File: config.mk
export PLATFORM = sky130hd
export DESIGN_NAME = sdram_seq
export DESIGN_NICKNAME = d
export VERILOG_FILES = /design/src/rtl/sdram_seq_pkg.sv /design/src/rtl/sdram_addr_split.sv /design/src/rtl/sdram_init_seq.sv /design/src/rtl/sdram_access_fsm.sv /design/src/rtl/sdram_seq.sv
export SDC_FILE = /design/constraint.sdc
export NUM_CORES = 1
export LEC_CHECK = 0
export BUFFER_PORTS_ARGS = -buffer_cell sky130_fd_sc_hd__buf_2
export CORE_MARGIN = 2
export CORE_UTILIZATION = 59
export CTS_CLUSTER_DIAMETER = 30
export DETAILED_ROUTE_END_ITERATION = 16
export PLACE_DENSITY = 0.8
export SYNTH_ARGS = -nofsm -noshare
export SYNTH_HDL_FRONTEND = slang
export SYNTH_SLANG_ARGS = --single-unit
File: constraint.sdc
create_clock -name clk -period 5.76 [get_ports clk]
set_clock_uncertainty 0.1 [all_clocks]
set_input_delay 0.288 -clock clk [delete_from_list [all_inputs] [get_ports clk]]
set_output_delay 0.288 -clock clk [all_outputs]
set_load 0.05 [all_outputs]
File: src/rtl/sdram_seq_pkg.sv
// Shared command encoding and helpers for the SDRAM sequencer.
// Assumes the {CS#, RAS#, CAS#, WE#} ordering used on the pins.
package sdram_seq_pkg;

    typedef enum logic [3:0] {
        CMD_LMR = 4'b0000,
        CMD_REF = 4'b0001,
        CMD_PRE = 4'b0010,
        CMD_ACT = 4'b0011,
        CMD_WR  = 4'b0100,
        CMD_RD  = 4'b0101,
        CMD_NOP = 4'b0111,
        CMD_INH = 4'b1111
    } cmd_t;

    // Burst length to its mode-register code; only 1, 2, 4 and 8 are meaningful.
    function automatic logic [2:0] bl_code(input int bl);
        case (bl)
            1:       return 3'd0;
            2:       return 3'd1;
            4:       return 3'd2;
            default: return 3'd3;
        endcase
    endfunction

endpackage

File: src/rtl/sdram_addr_split.sv
// Splits a flat word address into {bank, row, column}.
// Assumes bank in the top bits and column in the bottom bits.
module sdram_addr_split #(
    parameter int BANK_W = 2,
    parameter int ROW_W  = 12,
    parameter int COL_W  = 9,
    localparam int AW    = BANK_W + ROW_W + COL_W
) (
    input  logic [AW-1:0]     addr_i,
    output logic [BANK_W-1:0] bank_o,
    output logic [ROW_W-1:0]  row_o,
    output logic [COL_W-1:0]  col_o
);

    // Field slicing.
    always_comb begin
        col_o  = addr_i[COL_W-1:0];
        row_o  = addr_i[COL_W +: ROW_W];
        bank_o = addr_i[AW-1 -: BANK_W];
    end

endmodule

File: src/rtl/sdram_init_seq.sv
// Power-up sequencer: timed idle wait with clock enable raised at CKE_AT,
// then precharge-all, two refreshes and a mode load (order per MODE_FIRST),
// each followed by its gap. Assumes every gap parameter is at least 2.
module sdram_init_seq
    import sdram_seq_pkg::*;
#(
    parameter int          WAIT_CYC   = 5000,
    parameter int          CKE_AT     = 2500,
    parameter int          T_RP       = 2,
    parameter int          T_RFC      = 7,
    parameter int          T_MRD      = 2,
    parameter bit          MODE_FIRST = 1'b0,
    parameter logic [11:0] MODE_WORD  = 12'h022
) (
    input  logic        clk,
    input  logic        rst_n,
    output cmd_t        cmd_o,
    output logic [11:0] addr_o,
    output logic        cke_o,
    output logic        done_o
);

    localparam int CW = $clog2(WAIT_CYC + T_RP + T_RFC + T_MRD + 1);

    typedef enum logic [1:0] {S_WAIT, S_ISSUE, S_HOLD, S_DONE} st_t;

    st_t           st;
    logic [CW-1:0] cnt;
    logic [1:0]    step;
    cmd_t          cur;

    // Command belonging to each step of the start-up list.
    function automatic cmd_t step_cmd(input logic [1:0] s);
        case (s)
            2'd0:    return CMD_PRE;
            2'd1:    return MODE_FIRST ? CMD_LMR : CMD_REF;
            2'd2:    return CMD_REF;
            default: return MODE_FIRST ? CMD_REF : CMD_LMR;
        endcase
    endfunction

    // Hold count that follows a command.
    function automatic logic [CW-1:0] hold_of(input cmd_t c);
        case (c)
            CMD_PRE: return CW'(T_RP - 1);
            CMD_REF: return CW'(T_RFC - 1);
            default: return CW'(T_MRD - 1);
        endcase
    endfunction

    assign cur = step_cmd(step);

    // Sequence state, wait/gap counter and clock-enable register.
    always_ff @(posedge clk) begin
        if (!rst_n) begin
            st    <= S_WAIT;
            cnt   <= '0;
            step  <= '0;
            cke_o <= 1'b0;
        end else begin
            case (st)
                S_WAIT: begin
                    cnt <= cnt + 1'b1;
                    if (cnt == CW'(CKE_AT)) cke_o <= 1'b1;
                    if (cnt == CW'(WAIT_CYC - 1)) st <= S_ISSUE;
                end
                S_ISSUE: begin
                    cnt <= hold_of(cur);
                    st  <= S_HOLD;
                end
                S_HOLD: begin
                    if (cnt == CW'(1)) begin
                        if (step == 2'd3) begin
                            st <= S_DONE;
                        end else begin
                            step <= step + 1'b1;
                            st   <= S_ISSUE;
                        end
                    end else begin
                        cnt <= cnt - 1'b1;
                    end
                end
                default: st <= S_DONE;
            endcase
        end
    end

    // Command and address for the current state.
    always_comb begin
        cmd_o  = (st == S_ISSUE) ? cur : CMD_NOP;
        addr_o = '0;
        if (cmd_o == CMD_PRE) addr_o[10] = 1'b1;
        if (cmd_o == CMD_LMR) addr_o = MODE_WORD;
    end

    assign done_o = (st == S_DONE);

endmodule

File: src/rtl/sdram_access_fsm.sv
// Single-burst access engine: ACTIVE, T_RCD gap, READ/WRITE with
// auto-precharge, then a recovery of BURST_LEN+T_RP before returning idle.
// Assumes start_i is only raised while idle_o is high.
module sdram_access_fsm
    import sdram_seq_pkg::*;
#(
    parameter int BANK_W    = 2,
    parameter int ROW_W     = 12,
    parameter int COL_W     = 9,
    parameter int T_RCD     = 2,
    parameter int BURST_LEN = 4,
    parameter int T_RP      = 2
) (
    input  logic              clk,
    input  logic              rst_n,
    input  logic              start_i,
    input  logic              write_i,
    input  logic [BANK_W-1:0] bank_i,
    input  logic [ROW_W-1:0]  row_i,
    input  logic [COL_W-1:0]  col_i,
    output logic              idle_o,
    output cmd_t              cmd_o,
    output logic [BANK_W-1:0] ba_o,
    output logic [ROW_W-1:0]  addr_o,
    output logic              done_o
);

    localparam int T_REC = BURST_LEN + T_RP;
    localparam int CW    = $clog2(T_RCD + T_REC + 1);

    typedef enum logic [2:0] {A_IDLE, A_ACT, A_RCD, A_COL, A_REC} st_t;

    st_t               st;
    logic [CW-1:0]     cnt;
    logic              wr_q;
    logic [BANK_W-1:0] bank_q;
    logic [ROW_W-1:0]  row_q;
    logic [COL_W-1:0]  col_q;

    // Request latch, state walk and completion pulse.
    always_ff @(posedge clk) begin
        if (!rst_n) begin
            st     <= A_IDLE;
            cnt    <= '0;
            wr_q   <= 1'b0;
            bank_q <= '0;
            row_q  <= '0;
            col_q  <= '0;
            done_o <= 1'b0;
        end else begin
            done_o <= 1'b0;
            case (st)
                A_IDLE: if (start_i) begin
                    wr_q   <= write_i;
                    bank_q <= bank_i;
                    row_q  <= row_i;
                    col_q  <= col_i;
                    st     <= A_ACT;
                end
                A_ACT: begin
                    cnt <= CW'(T_RCD - 1);
                    st  <= A_RCD;
                end
                A_RCD: begin
                    if (cnt == CW'(1)) st <= A_COL;
                    else               cnt <= cnt - 1'b1;
                end
                A_COL: begin
                    cnt <= CW'(T_REC - 1);
                    st  <= A_REC;
                end
                default: begin
                    if (cnt == CW'(1)) begin
                        st     <= A_IDLE;
                        done_o <= 1'b1;
                    end else begin
                        cnt <= cnt - 1'b1;
                    end
                end
            endcase
        end
    end

    // Command, bank and address per state.
    always_comb begin
        cmd_o  = CMD_NOP;
        ba_o   = bank_q;
        addr_o = '0;
        if (st == A_ACT) begin
            cmd_o  = CMD_ACT;
            addr_o = row_q;
        end else if (st == A_COL) begin
            cmd_o              = wr_q ? CMD_WR : CMD_RD;
            addr_o[COL_W-1:0]  = col_q;
            addr_o[10]         = 1'b1;
        end
    end

    assign idle_o = (st == A_IDLE);

endmodule

File: src/rtl/sdram_seq.sv
// Top: start-up sequencer, address split and access engine with a
// registered command/address pin stage. Access commands only pass once
// start-up is done.
module sdram_seq
    import sdram_seq_pkg::*;
#(
    parameter int CLK_MHZ          = 50,
    parameter int WAIT_US          = 100,
    parameter int DQ_WIDTH         = 16,
    parameter int T_RP             = 2,
    parameter int T_RFC            = 7,
    parameter int T_MRD            = 2,
    parameter int T_RCD            = 2,
    parameter int BURST_LEN        = 4,
    parameter int CAS_LAT          = 2,
    parameter bit BURST_INTERLEAVE = 1'b0,
    parameter bit MODE_FIRST       = 1'b0
) (
    input  logic clk,
    input  logic rst_n,
    input  logic req_valid,
    input  logic req_write,
    input  logic [((DQ_WIDTH == 32) ? 22 : 23)-1:0] req_addr,
    output logic req_ready,
    output logic done,
    output logic init_done,
    output logic sd_cke,
    output logic sd_cs_n,
    output logic sd_ras_n,
    output logic sd_cas_n,
    output logic sd_we_n,
    output logic [1:0] sd_ba,
    output logic [11:0] sd_a
);

    localparam int          BANK_W    = 2;
    localparam int          ROW_W     = 12;
    localparam int          COL_W     = (DQ_WIDTH == 32) ? 8 : 9;
    localparam int          WAIT_CYC  = CLK_MHZ * WAIT_US;
    localparam int          CKE_AT    = WAIT_CYC / 2;
    localparam logic [2:0]  CL_BITS   = 3'(CAS_LAT);
    localparam logic [11:0] MODE_WORD = {5'd0, CL_BITS, BURST_INTERLEAVE, bl_code(BURST_LEN)};

    cmd_t              init_cmd, acc_cmd, cmd_q;
    logic [11:0]       init_a, acc_a;
    logic [BANK_W-1:0] acc_ba, bank;
    logic [ROW_W-1:0]  row;
    logic [COL_W-1:0]  col;
    logic              init_cke, acc_idle;

    sdram_init_seq #(
        .WAIT_CYC(WAIT_CYC), .CKE_AT(CKE_AT), .T_RP(T_RP), .T_RFC(T_RFC),
        .T_MRD(T_MRD), .MODE_FIRST(MODE_FIRST), .MODE_WORD(MODE_WORD)
    ) u_init (
        .clk(clk), .rst_n(rst_n), .cmd_o(init_cmd), .addr_o(init_a),
        .cke_o(init_cke), .done_o(init_done)
    );

    sdram_addr_split #(.BANK_W(BANK_W), .ROW_W(ROW_W), .COL_W(COL_W)) u_split (
        .addr_i(req_addr), .bank_o(bank), .row_o(row), .col_o(col)
    );

    sdram_access_fsm #(
        .BANK_W(BANK_W), .ROW_W(ROW_W), .COL_W(COL_W), .T_RCD(T_RCD),
        .BURST_LEN(BURST_LEN), .T_RP(T_RP)
    ) u_acc (
        .clk(clk), .rst_n(rst_n), .start_i(req_valid && req_ready),
        .write_i(req_write), .bank_i(bank), .row_i(row), .col_i(col),
        .idle_o(acc_idle), .cmd_o(acc_cmd), .ba_o(acc_ba), .addr_o(acc_a),
        .done_o(done)
    );

    assign req_ready = init_done && acc_idle;

    // Pin register: selects the start-up or access source.
    always_ff @(posedge clk) begin
        if (!rst_n) begin
            sd_cke <= 1'b0;
            cmd_q  <= CMD_INH;
            sd_ba  <= '0;
            sd_a   <= '0;
        end else begin
            sd_cke <= init_cke;
            if (!init_done) begin
                cmd_q <= init_cmd;
                sd_ba <= '0;
                sd_a  <= init_a;
            end else begin
                cmd_q <= acc_cmd;
                sd_ba <= acc_ba;
                sd_a  <= acc_a;
            end
        end
    end

    assign {sd_cs_n, sd_ras_n, sd_cas_n, sd_we_n} = cmd_q;

endmodule

# Yosys cells after proc, flatten, opt, wreduce, memory -nomap -nowiden
# Index checks and enable logic that the tools add are counted.
[word_totals]
regBits = 69
inputBits = 27
out_inout_bits = 22
wordCells = 90
[classes]
n_reduce_logical = 18
eq_ne = 21
bitwise_logic = 3
add_sub_neg = 4
mux = 29
[op_table]
columns = ["operator", "count"]
rows = [
  ["13-bit one-hot mux with 3 select lines", 1],
  ["9-bit 2-to-1 mux", 2],
  ["4-bit 2-to-1 mux", 4],
  ["3-bit 2-to-1 mux", 5],
  ["13-bit by 1-bit adder with 13-bit output (second input constant)", 1],
  ["13-bit by 1-bit equality test with 1-bit output (second input constant)", 1],
  ["13-bit by 12-bit equality test with 1-bit output (second input constant)", 1],
  ["13-bit equality test (second input constant)", 1],
  ["13-bit 2-to-1 mux", 1],
  ["13-bit by 1-bit subtractor with 13-bit output (second input constant)", 1],
  ["12-bit 2-to-1 mux", 1],
  ["3-bit one-hot mux with 4 select lines", 1],
  ["4-bit one-hot mux with 3 select lines", 1],
  ["2-bit AND reduction", 6],
  ["11-bit 2-to-1 mux", 1],
  ["2-bit equality test (second input constant)", 4],
  ["2-bit by 1-bit != test with 1-bit output (second input constant)", 4],
  ["1-bit 2-to-1 mux", 7],
  ["2-bit by 1-bit equality test with 1-bit output (second input constant)", 3],
  ["3-bit by 2-bit equality test with 1-bit output (second input constant)", 2],
  ["2-bit 2-to-1 mux", 3],
  ["2-bit one-hot mux with 3 select lines", 1],
  ["3-bit AND reduction", 2],
  ["5-bit OR reduction", 1],
  ["other kinds (16)", 20],
]

# Depth between registers and ports, before layout
# Gate-level depths: netlist of run 1.
[depth]
ltp_word = 8
depth_mapped = 8
mapped_depth_nobuf = 7

# By module
# From an unflattened synthesis of run 1, not the netlist that was laid out.
[hier_totals]
hier_cells = 466
area_unflattened_um2 = 3953.8
[by_module_without_submodules]
columns = ["module", "instances", "area_per_inst_um2", "seq_area_each_um2", "cells_each"]
rows = [
  ["sdram_init_seq", 1, 1571.5, 360.3, 199],
  ["sdram_access_fsm", 1, 1524.0, 640.6, 185],
  ["sdram_seq", 1, 685.7, 380.4, 59],
  ["sdram_addr_split", 1, 172.7, 0.0, 23],
]

# Worst setup path after synthesis of run 1
# Ideal clock, no wire load.
[synth_path]
path_kind = "register -> register"
startpoint = "register u_init.st[0]"
endpoint = "register u_acc.st[0]"
path_buffers = 1
setup_time_ps = 70
path_stages_with_launch = 8
slack_ps = 2767
arrival_time_ps = 2822
path_cell_list = "dfxtp_1 -> ha_1 -> nor4b_2 -> and2_1 -> buf_4 -> a21oi_1 -> or3_1 -> a21oi_1"
[synth_between]
elab_chain_cells = 5
[synth_rtl]
columns = ["element", "line", "rtl"]
rows = [
  ["start: declaration", "sdram_init_seq.sv:27", "st_t st;"],
  ["start signal: assignment", "sdram_init_seq.sv:56", "st <= S_WAIT;"],
  ["start signal: assignment", "sdram_init_seq.sv:65", "if (cnt == CW'(WAIT_CYC - 1)) st <= S_ISSUE;"],
  ["start signal: assignment", "sdram_init_seq.sv:69", "st <= S_HOLD;"],
  ["2-bit equality test", "sdram_init_seq.sv:96", "assign done_o = (st == S_DONE);"],
  ["via init_done", "sdram_seq.sv:26", "output logic init_done,"],
  ["1-bit logical AND", "sdram_seq.sv:73", "assign req_ready = init_done && acc_idle;"],
  ["via req_ready", "sdram_seq.sv:24", "output logic req_ready,"],
  ["1-bit logical AND", "sdram_seq.sv:67", ".clk(clk), .rst_n(rst_n), .start_i(req_valid && req_ready),"],
  ["2-bit by 1-bit != test with 1-bit output (no line)", "n/a", ""],
  ["3-bit AND reduction (no line)", "n/a", ""],
  ["end signal: assignment", "sdram_access_fsm.sv:65", "if (cnt == CW'(1)) st <= A_COL;"],
  ["end signal: assignment", "sdram_access_fsm.sv:70", "st <= A_REC;"],
  ["end signal: assignment", "sdram_access_fsm.sv:74", "st <= A_IDLE;"],
  ["end: declaration", "sdram_access_fsm.sv:33", "st_t st;"],
]
# The timed path passes the listed nets, and every way through them passes these cells.
# A chain may end at the register's enable or synchronous reset.

# Worst setup path after layout of run 1
[layout_path]
startpoint = "register u_acc.st[1]"
endpoint = "register u_acc.st[0]"
[layout_between]
elab_chain_cells = 5
elab_cells_between_ends = 11
classes_between = "5 x eq/ne; 1 x mux; 5 x reduce/logical"
[layout_rtl]
columns = ["element", "line", "rtl"]
rows = [
  ["start signal: assignment", "sdram_access_fsm.sv:43", "st <= A_IDLE;"],
  ["start signal: assignment", "sdram_access_fsm.sv:58", "st <= A_ACT;"],
  ["start signal: assignment", "sdram_access_fsm.sv:62", "st <= A_RCD;"],
  ["3-bit logical NOT", "sdram_access_fsm.sv:52, sdram_access_fsm.sv:99", ""],
  ["1-bit logical AND", "sdram_seq.sv:73", ""],
  ["1-bit logical AND", "sdram_seq.sv:67", ""],
  ["2-bit by 1-bit != test with 1-bit output (no line)", "n/a", ""],
  ["3-bit AND reduction (no line)", "n/a", ""],
]
# Parallel ways exist; a longest one is shown, timed or not.

==> results of run 1 <==
## final cells by class
type                       count  area (sq um)  share of cell area, %
clock buffer                   9           124                   3.23
clock inverter                 6           113                   2.94
inverter                      12          45.0                   1.17
multi-input combinational    300          1840                   48.0
sequential                    69          1380                   36.0
tap                           72          90.1                   2.35
timing repair buffer          48           240                   6.27
## layer usage
metal / up-vias / routed length (microns)
li1: 1501 / -
met1: 1474 / 3550
met2: 106 / 3680
met3: 16 / 430
met4: 0 / 132
met5: - / 0
## per-stage QoR
step | area (sq um) | utilization [%]
after floorplan | 3410 | -
after global placement | 3600 | 64.9
after detailed placement | 3600 | 64.9
after CTS | 3830 | 69.2
after global routing | 3830 | 69.2
final | 3830 | 69.2
## cell families (layout without fill, tap and decap cells)
family / after synthesis / count (layout) / share of synthesized area [%]
and+or+nand+nor: 173 / 173 / 27.0
adders and majority gates: 14 / 14 / 5.13
muxes: 9 / 9 / 2.64
xor gates and xnor gates: 7 / 7 / 1.80
DFF: 69 / 69 / 40.5
buffers and inverters: 40 / 75 / 5.57
AOI/OAI and AO/OA: 97 / 97 / 17.4
## registers in the layout, summed over array words and instances, names as in the netlist
name,flops
cmd_q,4
u_acc.col_q,9
u_acc.ba_o,2
u_init.cke_o,1
u_init.cnt,13
u_acc.wr_q,1
u_acc.st,3
sd_ba,2
sd_cke,1
sd_a,12
u_init.step,2
u_acc.cnt,4
u_acc.row_q,12
u_init.st,2
u_acc.done_o,1
## worst min-delay path: stages
cell and delay [ns]:
buf_2 0.09, nand2_1 0.04, a21oi_1 0.05
## cell usage in the layout, fill, tap and decap left out, types with 3 or more instances in the layout
cell type / netlist / layout
buf_2: 8 / 48
xnor2_1: 5 / 5
o21ai_0: 10 / 10
o22ai_1: 3 / 3
nand3_1: 14 / 14
o211ai_1: 4 / 4
inv_1: 12 / 12
mux2i_1: 9 / 9
nand3b_1: 3 / 3
a31oi_1: 9 / 9
nand2b_1: 5 / 5
nand2_1: 71 / 71
a21o_1: 3 / 3
a21oi_1: 42 / 42
ha_1: 14 / 14
clkbuf_8: 0 / 9
and2_1: 5 / 5
and3_1: 3 / 3
bufinv_16: 0 / 3
nor2_1: 32 / 32
dfxtp_1: 69 / 69
nor4_4: 3 / 3
a211oi_1: 3 / 3
nor3_1: 6 / 6
o21ai_1: 9 / 9
or3_1: 3 / 3
nand4_1: 4 / 4
## power by group through the flow
stage               registers, mW  logic (mW)  clock network [mW]
finish                      0.629       0.628               0.473
global route                0.637       0.688               0.500
CTS                         0.626       0.619               0.479
detailed placement          0.637       0.613                   0
global placement            0.634       0.598                   0
floorplan                   0.594       0.543                   0
## worst max path at each step
stage / start / endpoint / slack, ns / cells after the start
finish: u_acc.st[1]$_SDFFE_PN0P_ / u_acc.st[0]$_SDFFE_PN0P_ / 3.18 / 5
global route: u_acc.st[1]$_SDFFE_PN0P_ / u_acc.st[0]$_SDFFE_PN0P_ / 2.93 / 5
CTS: u_acc.st[1]$_SDFFE_PN0P_ / u_acc.st[0]$_SDFFE_PN0P_ / 3.19 / 5
detailed placement: u_acc.st[1]$_SDFFE_PN0P_ / u_acc.st[0]$_SDFFE_PN0P_ / 3.21 / 5
global placement: u_acc.st[1]$_SDFFE_PN0P_ / u_acc.st[0]$_SDFFE_PN0P_ / 3.34 / 5
floorplan: u_init.st[0]$_SDFFE_PN0P_ / u_acc.st[0]$_SDFFE_PN0P_ / 2.77 / 7
==> out/results.tsv, run 1 <==
metric	value	unit
status	complete, no violations	
holdCritPathClass	in2reg	
fmax	387	MHz
crit_arrival	2.75	ns
setup_ws	3.18	ns
nFillCells	463	
vias	3097	
total_power	1.73	mW
grt_antenna_before_repair	0	
netlist_area	3410	sq um
holdWs	0.0686	ns
cts_tree	built	
use_met2	38.9	%
fin_crit_sh	44.8	%
hold_viol	0	
met3_usage	5.20	%
start_util	61.6	%
grt_usage	25.5	%
drt-initial-drc-count	345	
power.switching	0.668	mW
placedCellCount	501	
die_width	80.0	microns
yosysMostFrequentCell	nand2_1	
ctsHoldBuffers	0	
synth_top_area_share	40.5	%
synth_edf_count	0	
synth.distinct_cells	62	
drtPass1Iterations	5	
routed_wl	7800	microns
synth_area_per_cell	8.34	sq um
cts.path.max_buffers	2	
clkPwrFrac	27.4	%
wl_per_cell	15.1	microns
ant_nets	0	
period_minus_slack	2.58	ns
critPathKind	reg2reg	
synthTopCellsByArea	dfxtp_1 (40%), nand2_1 (7.8%), a21oi_1 (6.2%)	
p_comb_share	36.3	%
path_max_fanout	25	
end_kind	flip-flop	
whs_path_depth	3	
ir_drop	0.291	mV
diodes	0	
swShare	38.6	%
top_usage_layer	met2	
clock-sinks	69	
finalNonFillerCells	516	
r2r_setup_slack	3.18	ns
cellPowerDensity	452	nW/um^2
numPortBuffers	48	
drv_cap	0	
intPower	1.06	mW
critPathSlowestCell	and2_1	
grt.overflow.total	0	
clk_latency	0.35	ns
slew_headroom	20.3	%
die_y	80.0	microns
post_cts_buffers	0	
place_congestion	0.926	
ys_ff_latch	69	
worstHoldStart	req_addr[12]	
grt_pass1_wl	12700	microns
cts_resized	0	
synth_nets	450	
die-area	6410	sq um
holdPathEnd	u_acc.row_q[3]$_SDFFE_PN0P_	
pin_count	49	
critPathMaxStageDelay	0.75	ns
ys_seq_area_share	40.5	%
path_buf_inv	0	
r2r-start	u_acc.st[1]$_SDFFE_PN0P_	
tightest_slew	1.19	ns
cpMostUsedCell	a21oi_1	
timing.critical_path.cells	nor4b_2, and2_1, a21oi_1, or3_1, a21oi_1	
yosys_warnings	0	
r2r-end	u_acc.st[0]$_SDFFE_PN0P_	
yosysTopAreaCell	dfxtp_1	
cellLeakagePower	1.45	nW
tns	0	ns
pre_cts_slack	3.21	ns
async_reset_ff_share	0	%
p_seq_share	36.4	%
syn_inst	409	
cts_made_buffers	9	
htree_levels	3	
ff2ff_path_depth	5	
worst_setup_path_start_kind	flip-flop	
dp_hpwl	5250	microns
grt_max_degree	40	
root_buffer	clkbuf_8	
num_rows	27	
final_layout_size_suffix_gt1_share	17.1	%
grt_setup_unrepaired	no	
grtUsageMet1	34.0	%
core	5540	sq um
slew_violations	0	
via_per_inst	6.00	
clk_pin_slew	0.08	ns
area_delta_synth_final	12.4	%
grt_pass1_vias	2744	
ys.flop_type	dfxtp_1	
fin_nets	481	
synth_commonest_cells	nand2_1 (71), dfxtp_1 (69), a21oi_1 (42)	
setup_viol	0	
drc_errors	0	
cp_data_required_time	5.93	ns
path_delay_family	simple AND/OR/NAND/NOR gates	
(Power assumes the default switching activity.)
==> run 2: changes to the inputs <==
Settings changed: CORE_UTILIZATION 59 to 57, PLACE_DENSITY 0.8 to 0.77.
Clock period 5.76 ns to 2.6 ns, I/O delays scaled along.
==> run 2 against run 1 <==
Effect of this change: non-clock buffer count is 33 higher; clock power up 79%; flip-flop and latch count unchanged; critical endpoint is now u_init.cnt[9]$_SDFFE_PN0P_.
==> out/results.tsv, run 2 (synthesis gave the netlist of run 1 again) <==
metric	value	unit	change
wl_per_cell	15.2	microns	+0.86%
p_seq_share	37.2	%	+0.8 points
area_delta_synth_final	20.4	%	
worst_setup_path_start_kind	flip-flop		
core	5850	sq um	+5.6%
swShare	39.9	%	+1.4 points
grt_pass1_vias	2948		+7.4%
htree_levels	3		unchanged
path_max_fanout	13		-48%
slew_violations	0		unchanged
fin_nets	514		+6.9%
grtUsageMet1	35.3	%	+1.2 points
period_minus_slack	2.28	ns	-0.303 ns
tightest_slew	0.854	ns	-0.341 ns
startpoint	u_init.st[0]$_SDFFE_PN0P_		
met3_usage	5.44	%	+0.24 points
start_util	58.3	%	-3.3 points
root_buffer	clkbuf_8		
cellPowerDensity	906	nW/um^2	+100%
fin_crit_sh	87.7	%	+43 points
die-area	6620	sq um	+3.3%
setup_viol	0		unchanged
dp_hpwl	5190	microns	-1.2%
numPortBuffers	48		unchanged
worstHoldStart	rst_n		
drt-initial-drc-count	274		-21%
fmax	439	MHz	+13%
cts.path.max_buffers	2		unchanged
largest_reg_flops	13		unchanged
cts_tree	built		
routed_wl	8420	microns	+7.9%
slew_headroom	42.9	%	+23 points
critPathKind	reg2reg		
regArea	1380	sq um	unchanged
use_met2	43.9	%	+4.9 points
grt_setup_unrepaired	no		
diodes	0		unchanged
multi_input_area	1850	sq um	+0.61%
cellLeakagePower	1.57	nW	+8.0%
clk_latency	0.33	ns	-0.02 ns
drv_cap	0		unchanged
post_cts_buffers	0		unchanged
drc_errors	0		unchanged
clk_pin_slew	0.08	ns	about the same
top_usage_layer	met2		
r2r-start	u_init.st[0]$_SDFFE_PN0P_		
grt_pass1_wl	13600	microns	+6.9%
holdCritPathClass	in2reg		
via_per_inst	5.73		-4.5%
pin_count	49		unchanged
vias	3164		+2.2%
cp_data_required_time	2.77	ns	-3.16 ns
p_comb_share	40.0	%	+3.7 points
top_regs	u_init.cnt: 13 flops, sd_a: 12 flops, u_acc.row_q: 12 flops		
status	complete, no violations		
ir_drop	0.586	mV	+100%
nFillCells	450		-2.8%
grt_max_degree	40		unchanged
clkPwrFrac	22.8	%	-4.6 points
final_common_cell	nand2_1		
regMostFlops	u_init.cnt		
grt_antenna_before_repair	0		unchanged
final_layout_size_suffix_gt1_share	18.0	%	+0.91 points
hold_viol	0		unchanged
pre_cts_slack	0.366	ns	-2.85 ns
setup_ws	0.321	ns	-2.86 ns
die_width	81.4	microns	+1.7%
cts_resized	0		unchanged
fin_area	4110	sq um	+7.1%
place_area	3680	sq um	+2.3%
num_rows	28		+3.7%
tns	0	ns	unchanged
power.switching	1.49	mW	+120%
crit_arrival	2.45	ns	-0.30 ns
clock-sinks	69		unchanged
cts_made_buffers	9		unchanged
end_kind	flip-flop		
die_y	81.4	microns	+1.7%
ant_nets	0		unchanged
grt_usage	26.6	%	+1.1 points
intPower	2.23	mW	+110%
ctsHoldBuffers	24		+24
place_congestion	0.942		+1.7%
final_cell_mix	nand2_1 (71), dfxtp_1 (69), buf_2 (48)		
grt.overflow.total	0		unchanged
drtPass1Iterations	5		unchanged
[run 2: changes by cell type in the layout (fill, tap and decap cells not counted), moves of 2 or more]
cell	before	now
dlygate4sd3_1	0	24
buf_4	0	9
bufinv_16	3	1
clkinv_4	2	0
clkinvlp_4	0	2
[run 2: cell type report]
cell class | count | share of cell area (%)
Timing Repair Buffer | 81 | 13.3
Clock inverter | 6 | 1.55
Tap cell | 75 | 2.28
Sequential cell | 69 | 33.6
Multi-Input combinational cell | 300 | 45.1
Clock buffer | 9 | 3.02
Inverter | 12 | 1.10
[run 2: path summary, 6_finish.rpt]
check                          endpoint  slack [ns]  cells past startpoint
max          u_init.cnt[9]$_SDFFE_PN0P_        0.32                      7
min           u_acc.cnt[2]$_SDFFE_PN0P_        0.08                      2
max reg2reg  u_init.cnt[9]$_SDFFE_PN0P_        0.32                      7
min reg2reg  u_acc.ba_o[0]$_SDFFE_PN0P_        0.35                      2
[run 2: power by group through the flow]
stage	clock network (mW)	registers [mW]	logic, mW
2_1_floorplan	0	1.32	1.21
3_5_place_dp	0	1.40	1.43
4_1_cts	0.855	1.38	1.47
3_3_place_gp	0	1.40	1.41
6_report	0.847	1.38	1.49
5_1_grt	0.907	1.40	1.64
[run 2: routing by layer]
layer  part of all wire (%)  vias to the layer above
met3                    5.0                        8
met1                     45                     1488
met5                      0                        -
met2                     49                      108
li1                       -                     1560
met4                   0.76                        0
[run 2: critical path, stage by stage (launching register included)]
cell,delay [ns]
dfxtp_1,0.45
inv_1,0.09
ha_1,0.46
buf_4,0.25
or3_1,0.40
o32a_1,0.19
o21a_1,0.17
o21ai_1,0.10
[run 2: metrics by stage]
step	power (mW)	std cells	utilization (%)	hold WS, ns
6_report	3.72	552	70.2	0.0820
5_1_grt	3.95	552	70.2	0.0776
4_1_cts	3.70	552	70.2	0.0661
3_5_place_dp	2.83	513	62.9	0.276
3_3_place_gp	2.81	513	62.9	0.270
2_1_floorplan	2.52	409	-	0.166
